==> config.mk <==
export PLATFORM = sky130hd
export DESIGN_NAME = run3_detect
export DESIGN_NICKNAME = d
export VERILOG_FILES = /design/src/rtl/run3_pkg.sv /design/src/rtl/run3_level_fsm.sv /design/src/rtl/run3_edge_fsm.sv /design/src/rtl/run3_detect.sv
export SDC_FILE = /design/constraint.sdc
export NUM_CORES = 1
export LEC_CHECK = 0
export BUFFER_PORTS_ARGS = -buffer_cell sky130_fd_sc_hd__buf_2
export CORE_AREA = 3 3 40 42
export CTS_CLUSTER_SIZE = 24
export DETAILED_ROUTE_END_ITERATION = 7
export DIE_AREA = 0 0 43 45
export PLACE_DENSITY = 0.37
export SYNTH_ARGS = -nofsm -noshare
export SYNTH_HDL_FRONTEND = slang
export SYNTH_SLANG_ARGS = --single-unit
==> constraint.sdc <==
create_clock -name clk_i -period 0.9 [get_ports clk_i]
set_input_delay 0.135 -clock clk_i [delete_from_list [all_inputs] [get_ports clk_i]]
set_output_delay 0.135 -clock clk_i [all_outputs]
set_load 0.05 [all_outputs]
==> src/rtl/run3_pkg.sv <==
package run3_pkg;
  localparam int unsigned ST_W = 2;
  localparam int unsigned RUN_LEN = 3;

  typedef logic [ST_W-1:0] st_t;

  // shared codes: count of consecutive ones seen
  localparam st_t ST_IDLE = 2'b00;
  localparam st_t ST_ONE  = 2'b01;
  localparam st_t ST_TWO  = 2'b10;
  localparam st_t ST_HIT  = 2'b11;
endpackage

==> src/rtl/run3_level_fsm.sv <==
module run3_level_fsm
  import run3_pkg::*;
(
  input  logic clk_i,
  input  logic rst_ni,
  input  logic bit_i,
  output logic hit_o
);
  st_t state_q, state_d;

  always_comb begin
    if (!bit_i)                state_d = ST_IDLE;
    else if (state_q == ST_HIT) state_d = ST_HIT;
    else                       state_d = state_q + st_t'(1);
  end

  always_ff @(posedge clk_i or negedge rst_ni) begin
    if (!rst_ni) state_q <= ST_IDLE;
    else         state_q <= state_d;
  end

  assign hit_o = (state_q == ST_HIT);
endmodule

==> src/rtl/run3_edge_fsm.sv <==
module run3_edge_fsm
  import run3_pkg::*;
(
  input  logic      clk_i,
  input  logic      rst_ni,
  input  logic      bit_i,
  output logic      hit_o,
  output logic [1:0] state_o
);
  logic [1:0] state_q, state_d;

  always_comb begin
    unique case (state_q)
      ST_IDLE: state_d = bit_i ? ST_ONE : ST_IDLE;
      ST_ONE:  state_d = bit_i ? ST_TWO : ST_IDLE;
      ST_TWO:  state_d = bit_i ? ST_TWO : ST_IDLE;
      default: state_d = ST_IDLE; // spare code recovers without reset
    endcase
  end

  always_ff @(posedge clk_i or negedge rst_ni) begin
    if (!rst_ni) state_q <= ST_IDLE;
    else         state_q <= state_d;
  end

  assign hit_o   = bit_i && (state_q == ST_TWO);
  assign state_o = state_q;
endmodule

==> src/rtl/run3_detect.sv <==
module run3_detect (
  input  logic clk_i,
  input  logic rst_ni,
  input  logic bit_i,
  output logic run_reg_o,
  output logic run_comb_o
);
  logic [1:0] edge_state;

  run3_level_fsm u_level (
    .clk_i  (clk_i),
    .rst_ni (rst_ni),
    .bit_i  (bit_i),
    .hit_o  (run_reg_o)
  );

  run3_edge_fsm u_edge (
    .clk_i   (clk_i),
    .rst_ni  (rst_ni),
    .bit_i   (bit_i),
    .hit_o   (run_comb_o),
    .state_o (edge_state)
  );
endmodule

==> results.md <==
CTS:
- The clock net sink count is 4.
- In this run the number of H-tree levels came out at 1.
- The tree is rooted in a clkbuf_4.
- The number of buffers added by the clock tree synthesis step is 3.
- The clock tree from TritonCTS is built.
- The clock-pin slew on the worst setup and hold paths is 0.04 ns.
- The clock reaches the later pin of the worst-skew pair after 0.23 ns.
- The longest clock path from root to sink contains 2 buffers.

Synthesis:
- Of the total synthesized cell area, the portion taken by full adders, half adders and majority gates is 19.4%.
- After synthesis the netlist holds a flip-flop and latch count of 4.
- The fraction of the mapped netlist area in compound gates is 9.68%.
- The synthesized netlist occupies a cell area of 194 um^2.
- The most used flip-flop cell after synthesis is dfrtp_1.
- The share of synthesized cell area in and, or, nand and nor gates is 13.5%.
- In the post-synthesis netlist, the biggest area contributors are dfrtp_1, ha_1, and2_1.
- When the netlist entered floorplanning its net count stood at 23.
- The XOR/XNOR share of the synthesized area is 0%.
- Measured against the total synthesized area, the mux share comes to 0%.
- The combinational family with the most area after synthesis is adder cells.
- In the post-synthesis netlist, the cell with the most instances is dfrtp_1.
- The synthesized design spends more area on one cell type than any other, namely dfrtp_1.
- After synthesis, the most frequently instantiated cells are dfrtp_1, and2_1, ha_1, inv_1.
- Synthesis instantiated 8 different standard cells from the library.
- Synthesis produced 17 cells.
- The average cell area after synthesis is 11.4 um^2.
- The count of warnings emitted by yosys is 0.
- Counting flops with a built-in enable in the synthesized netlist gives 0.
- For this run, the register share of the synthesized area comes to 51.6%.
- After synthesis, the share of flip-flops with an asynchronous set or reset is 100%.
- Summed over its instances, the top area cell type makes up 51.6% of the synthesized netlist area.

Place:
- Input and output buffers added on the ports amount to 4.
- At the end of routability-driven placement, the weighted congestion stood at 0.631.
- The detailed placement HPWL is 289 um.
- In this run the cell area measured after placement is 251 um^2.

Die:
- The initialized floorplan defines 13 standard-cell rows.
- The floorplan step defined a die boundary enclosing 1940 um^2.
- The top-level port count is 5.
- The overall die width is 43 um.
- For this configuration, the core starts out at a cell density of 15.1%.
- The placeable core region is 1280 um^2.
- The floorplan step set the die height to 45 um.

Setup path:
- In this run the worst path has a maximum fanout of 2.
- The worst setup path is of the reg -> out kind.
- The critical path launch point type is a register.
- Data on the critical path is required at its endpoint by 0.76 ns.
- STA classifies the critical path endpoint as an output port.
- For the worst setup path, the data arrival time is 1.09 ns.

Cells and area:
- In the final layout, the share of cells above drive strength 1 is 55.2%.
- The net count of the finished layout is 37.
- The combined flip-flop and latch cell area is 100 um^2.
- The number of antenna diodes is 0.
- The post-route cell area is 337 um^2.
- Summing all multi-input logic gate instances after layout gives 100 um^2.
- The layout filler cell count is 135.
- The area added between synthesis and finish is 73.5%.

Detailed routing:
- The first-iteration detailed-routing DRC count is 0.
- The post-detailed-route wirelength per cell is 8.95 um.
- The ratio of routed vias to standard cells is 3.43.
- The total vias in the final route is 151.
- The routed design has 394 um of wire.
- For this run, the detailed router's first-pass iteration total came to 1.
- For this run, design rule violations remaining after detail routing come to 0.
- Once detail routing completed, the nets flagged for antenna violations numbered 0.

Min path:
- The worst hold-check path type is in -> reg.

GRT:
- The number of antenna violations at the first check in global routing is 0.
- Global routing used 6.01% of the available tracks.
- For this run the aggregate overflow at the end of global routing stands at 0.
- The first global-routing pass estimated 752 um of wire.
- The via count of the first global-routing pass was 174.
- Entering global routing, the biggest net connects 6 pins.

Power:
- The leakage power is 0.167 nW.
- For this design the ratio of total power to cell area is 2120 nW/um^2.
- The final total power is 0.713 mW.
- The worst-case IR drop observed on VDD is 0.744 mV.

Timing:
- The count of final max-slew check failures is 0.
- Setup repair after global routing could not meet its margin everywhere.
- The final period utilization is 136%.
- Setup slack on the critical path of the routed design comes to -0.323 ns.
- After layout, the minimum clock period comes to 1.22 ns.
- At the pin with the least slew margin, the transition time is 0.147 ns.
- The final number of hold-violating endpoints was 0.
- Timing would allow up to 818 MHz.
- The worst slew slack as a fraction of its limit is 90.2%.
- The total of endpoints with negative setup slack in the final report is 4.
- The clock arrives with 0.000837 ns of skew.

Run status:
- The run finished, with violations left.
- The final reports fail on setup timing.

Flow run:
- Across the run, the number of max-cap violations was 0.
## logic make-up after synthesis
kind of cell | count (synthesis)
AO/OA/AOI/OAI | 2
adder cells (fa/ha/maj) | 3
flip-flops | 4
AND/OR/NAND/NOR | 5
buffers and inverters | 3
## layout by cell type (no fill, tap or decap), drive strengths merged
cell         n
inv          3
nand2        1
ha           3
a21boi       1
buf          8
dfrtp        4
nor2         1
dlygate4sd3  1
clkbuf       3
o21a         1
and2         3
## critical path, cell delays in order, from the launching register on
cell and delay [ns]:
dfrtp_1 0.39, inv_2 0.08, ha_4 0.11, and2_4 0.13, buf_8 0.13
## metal layers
layer  wire [um]  part of all wire [%]  track usage [%]
met4           0                     0             5.42
met1         166                    42             6.80
met2         187                    47             6.89
met3          40                    10             4.78
met5           0                     0                0
## final timing paths
path | slack [ns] | end | cells past startpoint | from
hold / removal | 0.16 | u_edge.state_o[0] | 3 | bit_i
setup reg to reg | -0.26 | u_edge.state_o[1] | 5 | u_edge.state_o[1]
min in group asynchronous | 0.24 | u_edge.state_o[1] | 2 | rst_ni
max in group asynchronous | 0.54 | u_edge.state_o[0] | 2 | rst_ni
hold reg to reg | 0.54 | u_level.state_q[0] | 2 | u_level.state_q[0]
setup / recovery | -0.32 | run_comb_o | 4 | u_edge.state_o[0]
## final cells by class
| type | instances | area share [%] |
|---|---|---|
| clock buffers | 3 | 6.69 |
| inverters | 3 | 3.35 |
| multi-input cells | 10 | 29.7 |
| flip-flops and latches | 4 | 29.7 |
| well taps | 15 | 5.58 |
| repair buffers | 9 | 24.9 |
## stage by stage
stage,setup TNS [ns],cells,util [%],setup WS [ns],hold WS [ns]
global placement,-0.309,38,19.6,-0.199,-0.0577
finish,-0.846,44,26.2,-0.323,0.160
global route,-1.07,44,26.2,-0.382,0.153
CTS,-0.864,45,26.8,-0.333,0.148
floorplan,-0.0150,17,-,-0.0150,-0.161
detailed placement,-0.305,38,19.6,-0.193,-0.0514
## sequential cells by signal, indices dropped and copies added, names as in the netlist
signal           count
u_edge.state_o       2
u_level.state_q      2
## where the power goes
part | internal (mW) | switching (mW) | leakage (nW)
Clock | 0.149 | 0.0683 | 0.0138
Combinational | 0.135 | 0.111 | 0.103
Sequential | 0.216 | 0.0337 | 0.0511
## repair_timing
item / CTS / global route
hold endpoints to repair: 4 / 0
endpoints found under the setup margin: 3 / 5
hold buffers: 1 / 0
gates resized for setup: 11 / 0
pin swaps: 1 / 1
buffers inserted: 3 / 1
Note: power is estimated with default switching activity, not from simulation.
